**src/rtl/mfd_pkg.sv**
```systemverilog
package mfd_pkg;
   typedef enum logic [1:0] {
      FORM_SRR  = 2'd0,
      FORM_SRI4 = 2'd1,
      FORM_LRRI = 2'd2,
      FORM_LRRR = 2'd3
   } mfd_form_e;

   localparam int LEN_BIT  = 0;
   localparam int FSEL_BIT = 1;
   localparam int OPC_LSB  = 2;
endpackage

```
**src/rtl/mfd_form.sv**
```systemverilog
module mfd_form
   import mfd_pkg::*;
(
   input  logic      len_bit,
   input  logic      fsel_bit,
   input  logic      hw0_valid,
   input  logic      hw1_valid,
   output logic      is_long,
   output mfd_form_e form,
   output logic      complete
);
   assign is_long  = len_bit;
   assign form     = mfd_form_e'({len_bit, fsel_bit});
   assign complete = hw0_valid & (~len_bit | hw1_valid);
endmodule

```
**src/rtl/mfd_fields.sv**
```systemverilog
module mfd_fields
   import mfd_pkg::*;
#(
   parameter int DATA_W = 16,
   parameter int REG_W  = 4,
   parameter int GRP_W  = 2,
   parameter int FN_W   = 3
) (
   input  logic [DATA_W-1:0] hw0,
   output logic [GRP_W-1:0]  group,
   output logic [FN_W-1:0]   func,
   output logic [REG_W-1:0]  rs,
   output logic [REG_W-1:0]  rt
);
   localparam int FN_LSB  = OPC_LSB;
   localparam int GRP_LSB = FN_LSB + FN_W;
   localparam int RS_LSB  = DATA_W - 2*REG_W;
   localparam int RT_LSB  = DATA_W - REG_W;

   logic unused_hw0;
   assign unused_hw0 = ^hw0;

   assign func  = hw0[FN_LSB  +: FN_W];
   assign group = hw0[GRP_LSB +: GRP_W];
   assign rs    = hw0[RS_LSB  +: REG_W];
   assign rt    = hw0[RT_LSB  +: REG_W];
endmodule

```
**src/rtl/mfd_operand.sv**
```systemverilog
module mfd_operand
   import mfd_pkg::*;
#(
   parameter int DATA_W = 16,
   parameter int REG_W  = 4
) (
   input  mfd_form_e         form,
   input  logic [REG_W-1:0]  rt,
   input  logic [REG_W-1:0]  nib,
   input  logic [DATA_W-1:0] hw1,
   output logic [REG_W-1:0]  rd,
   output logic              use_imm,
   output logic [DATA_W-1:0] imm
);
   localparam int EXT_W = DATA_W - REG_W;

   logic [DATA_W-1:0] short_imm;
   assign short_imm = {{EXT_W{nib[REG_W-1]}}, nib};

   always_comb begin
      rd      = rt;
      use_imm = 1'b0;
      imm     = '0;
      unique case (form)
         FORM_SRI4: begin
            use_imm = 1'b1;
            imm     = short_imm;
         end
         FORM_LRRI: begin
            use_imm = 1'b1;
            imm     = hw1;
         end
         FORM_LRRR: rd = hw1[DATA_W-1 -: REG_W];
         default: ;
      endcase
   end
endmodule

```
**src/rtl/multiform_decoder.sv**
```systemverilog
module multiform_decoder
   import mfd_pkg::*;
#(
   parameter int DATA_W  = 16,
   parameter int REG_W   = 4,
   parameter int GRP_W   = 2,
   parameter int FN_W    = 3,
   parameter bit OUT_REG = 1'b1
) (
   input  logic              clk,
   input  logic              rst_n,
   input  logic              i_hw0_valid,
   input  logic [DATA_W-1:0] i_hw0,
   input  logic              i_hw1_valid,
   input  logic [DATA_W-1:0] i_hw1,
   output logic              o_valid,
   output logic              o_long,
   output logic [1:0]        o_form,
   output logic [GRP_W-1:0]  o_group,
   output logic [FN_W-1:0]   o_func,
   output logic [REG_W-1:0]  o_rs,
   output logic [REG_W-1:0]  o_rt,
   output logic [REG_W-1:0]  o_rd,
   output logic              o_use_imm,
   output logic [DATA_W-1:0] o_imm
);
   localparam int HDR_W = OPC_LSB + FN_W + GRP_W;
   localparam int BUS_W = 2 + 2 + GRP_W + FN_W + 3*REG_W + 1 + DATA_W;

   if (HDR_W + 2*REG_W > DATA_W) begin : g_fit_chk
      $error("opcode and register fields do not fit the halfword");
   end
   if (REG_W < 2) begin : g_reg_chk
      $error("register field too narrow for a signed short constant");
   end

   logic              d_long, d_ok, d_use_imm;
   mfd_form_e         d_form;
   logic [GRP_W-1:0]  d_group;
   logic [FN_W-1:0]   d_func;
   logic [REG_W-1:0]  d_rs, d_rt, d_rd;
   logic [DATA_W-1:0] d_imm;

   mfd_form u_form (
      .len_bit   (i_hw0[LEN_BIT]),
      .fsel_bit  (i_hw0[FSEL_BIT]),
      .hw0_valid (i_hw0_valid),
      .hw1_valid (i_hw1_valid),
      .is_long   (d_long),
      .form      (d_form),
      .complete  (d_ok)
   );

   mfd_fields #(.DATA_W(DATA_W), .REG_W(REG_W), .GRP_W(GRP_W), .FN_W(FN_W)) u_fields (
      .hw0   (i_hw0),
      .group (d_group),
      .func  (d_func),
      .rs    (d_rs),
      .rt    (d_rt)
   );

   mfd_operand #(.DATA_W(DATA_W), .REG_W(REG_W)) u_operand (
      .form    (d_form),
      .rt      (d_rt),
      .nib     (d_rs),
      .hw1     (i_hw1),
      .rd      (d_rd),
      .use_imm (d_use_imm),
      .imm     (d_imm)
   );

   logic [BUS_W-1:0] dec_bus, out_bus;
   assign dec_bus = {d_ok, d_long, d_form, d_group, d_func, d_rs, d_rt, d_rd, d_use_imm, d_imm};

   if (OUT_REG) begin : g_reg_out
      always_ff @(posedge clk) begin
         if (!rst_n) out_bus <= '0;
         else        out_bus <= dec_bus;
      end
   end else begin : g_comb_out
      logic unused_clk;
      assign unused_clk = clk ^ rst_n;
      assign out_bus    = dec_bus;
   end

   assign {o_valid, o_long, o_form, o_group, o_func, o_rs, o_rt, o_rd, o_use_imm, o_imm} = out_bus;
endmodule

```
**config.mk**
```make
export PLATFORM = sky130hd
export DESIGN_NAME = multiform_decoder
export DESIGN_NICKNAME = d
export VERILOG_FILES = /design/src/rtl/mfd_pkg.sv /design/src/rtl/mfd_form.sv /design/src/rtl/mfd_fields.sv /design/src/rtl/mfd_operand.sv /design/src/rtl/multiform_decoder.sv
export SDC_FILE = /design/constraint.sdc
export NUM_CORES = 1
export LEC_CHECK = 0
export BUFFER_PORTS_ARGS = -buffer_cell sky130_fd_sc_hd__buf_2
export CAP_MARGIN = 15
export CELL_PAD_IN_SITES_DETAIL_PLACEMENT = 0
export CELL_PAD_IN_SITES_GLOBAL_PLACEMENT = 1
export CORE_ASPECT_RATIO = 0.75
export CORE_UTILIZATION = 32
export CTS_BUF_LIST = sky130_fd_sc_hd__clkbuf_16
export DETAILED_ROUTE_END_ITERATION = 10
export GPL_TIMING_DRIVEN = 0
export PLACE_DENSITY = 0.83
export SLEW_MARGIN = 20
export SYNTH_ARGS = -nofsm -noshare
export SYNTH_HDL_FRONTEND = slang
export SYNTH_SLANG_ARGS = --single-unit
```
**constraint.sdc**
```tcl
create_clock -name clk -period 2 [get_ports clk]
set_input_delay 0.6 -clock clk [delete_from_list [all_inputs] [get_ports clk]]
set_output_delay 0.6 -clock clk [all_outputs]
set_load 0.02 [all_outputs]
```
==> summary.json, run 1 <==
{
  "holdCritPathClass": "primary input to register",
  "postSynth.asyncResetShare": 0,
  "largest_net_degree_at_the_start_of_global_routing": 12,
  "static-leakage-power_nw": 0.918,
  "postPlaceCellArea_um2": 1650,
  "worst_ir_drop_vdd_mv": 0.400,
  "final_critical_path_share_of_the_clock_period": 0.737,
  "post-cts-setup-buffer-count": 0,
  "netlist_instances": 110,
  "grt_antenna_before_repair": 0,
  "timing_hold_violations_final": 0,
  "max_freq_mhz": 679,
  "slew_violations": 0,
  "tritoncts_num_sinks": 37,
  "crit_path_start_kind": "register",
  "finalSetupTns_ns": 0,
  "floorplan.initialDensity": 0.334,
  "track_usage": 0.145,
  "fillCellCount": 370,
  "arrival_ns": 0.87,
  "finalNetCount": 228,
  "hpwlAfterDp_um": 2100,
  "clock_tree.buffer_depth": 2,
  "synth_edf_count": 0,
  "clock_buffer_count_from_cts": 5,
  "synth_ff_type": "sky130_fd_sc_hd__dfxtp_1",
  "largest_register_ff_count": 37,
  "design_area_um2": 1810,
  "placementRows": 19,
  "synth_top_cell_by_area": "sky130_fd_sc_hd__dfxtp_1",
  "core_region_area_um2": 3660,
  "setup_viol": 0,
  "worst-path-max-fanout": 2,
  "root_buffer": "sky130_fd_sc_hd__clkbuf_16",
  "mappedNetlistArea_um2": 1220,
  "power-per-cell-area_nw_per_um2": 1020,
  "synth_largest_type_area_fraction": 0.606,
  "setup.worst_path.end_class": "output port",
  "netlist-cell-type-count": 19,
  "drcViolationCount": 0,
  "post_route_worst_setup_slack_ns": 0.526,
  "criticalPathCategory": "register to output port",
  "mostFrequentLayoutCell": "sky130_fd_sc_hd__buf_2",
  "unrepaired_setup_endpoints_after_global_routing": "no",
  "chipHeight_um": 55.5,
  "fp.dieArea_um2": 4070,
  "number_of_global_route_vias_before_repair": 961,
  "worst_ep_required_time_ns": 1.40,
  "tritoncts": "built",
  "first_pass_grt_wire_length_um": 4280,
  "multi_input_comb_area_um2": 389,
  "drtIter0Drc": 27,
  "wire_per_inst_um": 11.2,
  "yosysWarnings": 0,
  "route.vias.total": 998,
  "synth_area_leaders": "sky130_fd_sc_hd__dfxtp_1, sky130_fd_sc_hd__and2_1, sky130_fd_sc_hd__a21oi_2",
  "status": "completed",
  "htreeDepth": 2,
  "total_power_w": 0.00184,
  "path_clk_slew_ns": 0.05,
  "setup.worst_path.end": "o_form[1]",
  "wirelength_um": 2710,
  "final_cell_mix": "sky130_fd_sc_hd__buf_2, sky130_fd_sc_hd__dfxtp_1, sky130_fd_sc_hd__and2_1",
  "viasPerCell": 4.12,
  "post_route_cells_drive_above_1_share": 0.484,
  "post-route-min-period_ns": 1.47,
  "slew-limit-headroom": 0.752,
  "tightest_slew_ns": 0.372,
  "postSynthNetCount": 149,
  "synth_seq_area_share": 0.606,
  "n_antenna_cell": 0,
  "synth.avg_cell_area_um2": 11.1,
  "routabilityCongestion": 0.663,
  "area.growth.synth_to_final_pct": 48.1,
  "post_placement_setup_slack_ns": 0.341,
  "cts_hold_buffers": 0,
  "top_regs": "out_bus x37",
  "regArea_um2": 741,
  "largest_register": "out_bus",
  "number_of_buffer_cells_added_on_primary_ports": 72,
  "drt_pass1_iterations": 4,
  "ioPinCount": 74,
  "synth.ff_latch_count": 37,
  "worstHoldPathCells": 2,
  "drtAntennaViolNets": 0,
  "worst_setup_path_start": "out_bus[36]",
  "post_cts_resized": 0,
  "grt_overflow_total": 0,
  "die_width_um": 73.4,
  "max_capacitance_violation_count": 0
}
## layer usage
layer	GRT usage	up-vias	routed length [um]
met3	0.0584	5	293
met2	0.226	44	1230
met5	0	-	0
li1	-	504	-
met1	0.167	445	1160
met4	0.0824	0	38
## cell type report
type / count / share of cell area
timing repair buffer: 72 / 0.199
clock buffer: 5 / 0.0691
clock inverter: 3 / 0.0207
sequential: 37 / 0.409
inverter: 3 / 0.00622
tap: 52 / 0.0359
multi-input combinational: 61 / 0.215
buffer: 9 / 0.0449
## cell usage after synthesis, types with 2 or more instances
| master | number |
|---|---|
| sky130_fd_sc_hd__nand2_1 | 13 |
| sky130_fd_sc_hd__inv_1 | 3 |
| sky130_fd_sc_hd__nor2b_1 | 4 |
| sky130_fd_sc_hd__and2_1 | 15 |
| sky130_fd_sc_hd__clkbuf_1 | 2 |
| sky130_fd_sc_hd__a21oi_2 | 6 |
| sky130_fd_sc_hd__buf_6 | 3 |
| sky130_fd_sc_hd__a22oi_1 | 3 |
| sky130_fd_sc_hd__a21oi_1 | 7 |
| sky130_fd_sc_hd__nor2_1 | 3 |
| sky130_fd_sc_hd__buf_4 | 2 |
| sky130_fd_sc_hd__mux2i_1 | 4 |
| sky130_fd_sc_hd__dfxtp_1 | 37 |
| sky130_fd_sc_hd__ha_1 | 3 |
## kinds of logic after synthesis
| group | count (synthesis) | share of synthesized area |
|---|---|---|
| AND/OR/NAND/NOR | 37 | 0.157 |
| flip-flops | 37 | 0.606 |
| AO/OA/AOI/OAI | 17 | 0.0983 |
| buffers and inverters | 12 | 0.0757 |
| multiplexers | 4 | 0.0328 |
| adder cells (fa/ha/maj) | 3 | 0.0307 |
## worst min-delay path by stage
stage / startpoint / slack [ns] / end
final: i_hw0[2] / 0.53 / out_bus[29]
after global routing: i_hw0[2] / 0.53 / out_bus[29]
after CTS: i_hw0[2] / 0.52 / out_bus[29]
after detailed placement: i_hw0[2] / 0.81 / out_bus[29]
after global placement: i_hw0[4] / 0.81 / out_bus[31]
after floorplan: i_hw0[12] / 0.72 / out_bus[21]
## critical path, cell delays in order, from the launching register on
cell,delay [ns]
sky130_fd_sc_hd__dfxtp_1,0.34
sky130_fd_sc_hd__buf_4,0.11
sky130_fd_sc_hd__buf_2,0.15
## power breakdown
part	leakage (nW)	total (W)	switching, W	internal (W)
sequential	0.305	0.000782	0.00000803	0.000774
clock	0.0826	0.000852	0.000274	0.000578
combinational	0.530	0.000206	0.000117	0.0000893
## stage by stage
stage	utilization	cells	hold WS, ns
5_1_grt	0.495	242	0.528
6_report	0.495	242	0.529
4_1_cts	0.495	242	0.523
3_5_place_dp	0.450	234	0.811
3_3_place_gp	0.450	234	0.808
2_1_floorplan	-	110	0.722
Power figures use the tool's default switching activity.
==> run 2: changes to the inputs <==
--- a/config.mk
+++ b/config.mk
@@ -10,11 +10,11 @@
 export CELL_PAD_IN_SITES_DETAIL_PLACEMENT = 0
 export CELL_PAD_IN_SITES_GLOBAL_PLACEMENT = 1
 export CORE_ASPECT_RATIO = 0.75
-export CORE_UTILIZATION = 32
+export CORE_UTILIZATION = 30
 export CTS_BUF_LIST = sky130_fd_sc_hd__clkbuf_16
 export DETAILED_ROUTE_END_ITERATION = 10
 export GPL_TIMING_DRIVEN = 0
-export PLACE_DENSITY = 0.83
+export PLACE_DENSITY = 0.79
 export SLEW_MARGIN = 20
 export SYNTH_ARGS = -nofsm -noshare
 export SYNTH_HDL_FRONTEND = slang
==> constraint.sdc (replaced) <==
create_clock -name clk -period 1.5 [get_ports clk]
set_input_delay 0.45 -clock clk [delete_from_list [all_inputs] [get_ports clk]]
set_output_delay 0.45 -clock clk [all_outputs]
set_load 0.02 [all_outputs]
==> run 2 against run 1 <==
  * Count of clock-buffer cells in the layout did not move
  * Clock power grew 35%
  * Sequential share of layout area decreased by 0.20 points
  * Power is 34% higher
  * Non-clock buffer count did not move
  * Worst setup slack got worse by 0.31 ns
  * Wire length down 2.7%
  * Critical endpoint unchanged
  * Largest cell class unchanged
==> summary.json, run 2 (synthesis results as in run 1) <==
{
  "track_usage": {"value": 0.126, "change": "-0.0192"},
  "core_region_area": {"value": 3780, "unit": "um2", "change": "+3.2%"},
  "first_pass_grt_wire_length": {"value": 3920, "unit": "um", "change": "-8.5%"},
  "area.growth.synth_to_final_pct": 48.8,
  "post-cts-setup-buffer-count": {"value": 0, "change": "unchanged"},
  "post_route_cells_drive_above_1_share": {"value": 0.495, "change": "+0.0105"},
  "timing_hold_violations_final": {"value": 0, "change": "unchanged"},
  "total_switching_power": {"value": 0.000529, "unit": "W", "change": "+33%"},
  "drtIter0Drc": {"value": 9, "change": "-67%"},
  "static-leakage-power": {"value": 0.916, "unit": "nW", "change": "-0.29%"},
  "finalSetupTns": {"value": 0, "unit": "ns", "change": "unchanged"},
  "power.combinational.fraction": {"value": 0.112, "change": "about the same"},
  "slew-limit-headroom": {"value": 0.770, "change": "+0.0181"},
  "drcViolationCount": {"value": 0, "change": "unchanged"},
  "arrival": {"value": 0.83, "unit": "ns", "change": "-0.04 ns"},
  "post-route-min-period_ns": 1.28,
  "ioPinCount": {"value": 74, "change": "unchanged"},
  "number_of_buffer_cells_added_on_primary_ports": {"value": 72, "change": "unchanged"},
  "placementRows": {"value": 19, "change": "unchanged"},
  "htreeDepth": {"value": 2, "change": "unchanged"},
  "top_regs": "out_bus x37",
  "criticalPathCategory": "register to output port",
  "postPlaceCellArea": {"value": 1650, "unit": "um2", "change": "unchanged"},
  "worst_setup_path_start": "out_bus[36]",
  "path_clk_slew": {"value": 0.05, "unit": "ns", "change": "about the same"},
  "worst_ir_drop_vdd": {"value": 0.615, "unit": "mV", "change": "+54%"},
  "clock_buffer_count_from_cts": {"value": 5, "change": "unchanged"},
  "finalNetCount": {"value": 228, "change": "unchanged"},
  "hold-worst-slack": {"value": 0.385, "unit": "ns", "change": "-0.143 ns"},
  "setup.worst_path.end_class": "output port",
  "critPathBufInv": {"value": 2, "change": "unchanged"},
  "setup_viol": {"value": 0, "change": "unchanged"},
  "cell_internal_pwr": {"value": 0.00193, "unit": "W", "change": "+34%"},
  "wirelength": {"value": 2640, "unit": "um", "change": "-2.7%"},
  "tritoncts_num_sinks": {"value": 37, "change": "unchanged"},
  "clkPwrFrac": {"value": 0.465, "change": "+0.002"},
  "crit_path_start_kind": "register",
  "post_cts_resized": {"value": 0, "change": "unchanged"},
  "viasPerCell": {"value": 4.12, "change": "-0.20%"},
  "power-per-cell-area": {"value": 1350, "unit": "nW/um2", "change": "+33%"},
  "design_area": {"value": 1820, "unit": "um2", "change": "+0.48%"},
  "cpMaxStageDelayCell": "sky130_fd_sc_hd__dfxtp_1",
  "worst-path-max-fanout": {"value": 2, "change": "unchanged"},
  "post_placement_setup_slack": {"value": -0.00547, "unit": "ns", "change": "-0.347 ns"},
  "mostFrequentLayoutCell": "sky130_fd_sc_hd__buf_2",
  "fp.dieArea": {"value": 4340, "unit": "um2", "change": "+6.5%"},
  "clock_tree.buffer_depth": {"value": 2, "change": "unchanged"},
  "largest_register_ff_count": {"value": 37, "change": "unchanged"},
  "drtAntennaViolNets": {"value": 0, "change": "unchanged"},
  "tightest_slew": {"value": 0.345, "unit": "ns", "change": "-0.0271 ns"},
  "drt_pass1_iterations": {"value": 4, "change": "unchanged"},
  "worst_ep_required_time": {"value": 1.05, "unit": "ns", "change": "-0.35 ns"},
  "number_of_global_route_vias_before_repair": {"value": 961, "change": "unchanged"},
  "root_buffer": "sky130_fd_sc_hd__clkbuf_16",
  "max_freq_mhz": 779,
  "maximum_cell_stage_delay_along_the_critical_path": {"value": 0.30, "unit": "ns", "change": "-0.04 ns"},
  "wire_per_inst": {"value": 10.9, "unit": "um", "change": "-2.7%"},
  "fillCellCount": {"value": 362, "change": "-2.2%"},
  "n_antenna_cell": {"value": 0, "change": "unchanged"},
  "cp_top_family": "flip-flops",
  "cts_hold_buffers": {"value": 0, "change": "unchanged"},
  "status": "completed",
  "hpwlAfterDp": {"value": 2160, "unit": "um", "change": "+3.1%"},
  "floorplan.initialDensity": {"value": 0.323, "change": "-0.0105"},
  "crit_chain": "buf_4 > buf_2",
  "chipHeight": {"value": 57.3, "unit": "um", "change": "+3.2%"},
  "die_width": {"value": 75.7, "unit": "um", "change": "+3.2%"},
  "route.vias.total": {"value": 996, "change": "-0.20%"},
  "largest_net_degree_at_the_start_of_global_routing": {"value": 14, "change": "+2"},
  "grt_overflow_total": {"value": 0, "change": "unchanged"},
  "seqPwrFrac": {"value": 0.423, "change": "-0.002"},
  "final_critical_path_share_of_the_clock_period": 0.856,
  "largest_register": "out_bus",
  "post_route_worst_setup_slack": {"value": 0.216, "unit": "ns", "change": "-0.311 ns"},
  "worst-path-stages": {"value": 2, "change": "unchanged"},
  "max_capacitance_violation_count": {"value": 0, "change": "unchanged"},
  "grt_antenna_before_repair": {"value": 0, "change": "unchanged"},
  "routabilityCongestion": {"value": 0.687, "change": "+3.6%"},
  "unrepaired_setup_endpoints_after_global_routing": "no",
  "holdCritPathClass": "primary input to register",
  "slew_violations": {"value": 0, "change": "unchanged"},
  "setup.worst_path.end": "o_form[1]",
  "netSwitchingFraction": {"value": 0.215, "change": "-0.00216"},
  "final_cell_mix": "sky130_fd_sc_hd__buf_2, sky130_fd_sc_hd__dfxtp_1, sky130_fd_sc_hd__and2_1",
  "tritoncts": "built"
}
==> run 2: how the worst min path moves through the flow <==
stage	startpoint	end	slack (ns)	depth (start not counted)
finish	i_hw0[4]	out_bus[31]	0.39	2
global route	i_hw0[13]	out_bus[22]	0.39	2
CTS	i_hw0[4]	out_bus[31]	0.38	2
detailed placement	i_hw0[4]	out_bus[31]	0.66	2
global placement	i_hw0[6]	out_bus[33]	0.66	2
floorplan	i_hw0[12]	out_bus[21]	0.57	1
==> run 2: stage by stage <==
stage	util	total power, W	cells
after floorplan	-	0.00123	110
after global placement	0.436	0.00134	234
after detailed placement	0.436	0.00134	234
after CTS	0.481	0.00250	242
after global routing	0.481	0.00257	242
final	0.481	0.00246	242
==> run 2: power groups by stage <==
stage,clock [W],sequential [W],combinational (W)
after floorplan,0,0.00113,0.0000990
after global placement,0,0.00106,0.000275
after detailed placement,0,0.00106,0.000279
after CTS,0.00118,0.00104,0.000280
after global routing,0.00122,0.00105,0.000303
final,0.00115,0.00104,0.000275
==> run 2: cell type report <==
cell class / count / area, um2 / share of cell area
plain buffers: 9 / 81.3 / 0.0447
clock buffers: 5 / 125 / 0.0688
clock inverters: 3 / 46.3 / 0.0254
inverters: 3 / 11.3 / 0.00619
multi-input cells: 61 / 389 / 0.214
flip-flops and latches: 37 / 741 / 0.407
well taps: 52 / 65.1 / 0.0358
repair buffers: 72 / 360 / 0.198
==> run 2: layer usage <==
| layer | track usage | routed length, um | vias up |
|---|---|---|---|
| met5 | 0 | 0 | - |
| met4 | 0.0635 | 0 | 0 |
| met3 | 0.0389 | 185 | 0 |
| met2 | 0.216 | 1290 | 44 |
| met1 | 0.140 | 1170 | 445 |
| li1 | - | - | 507 |
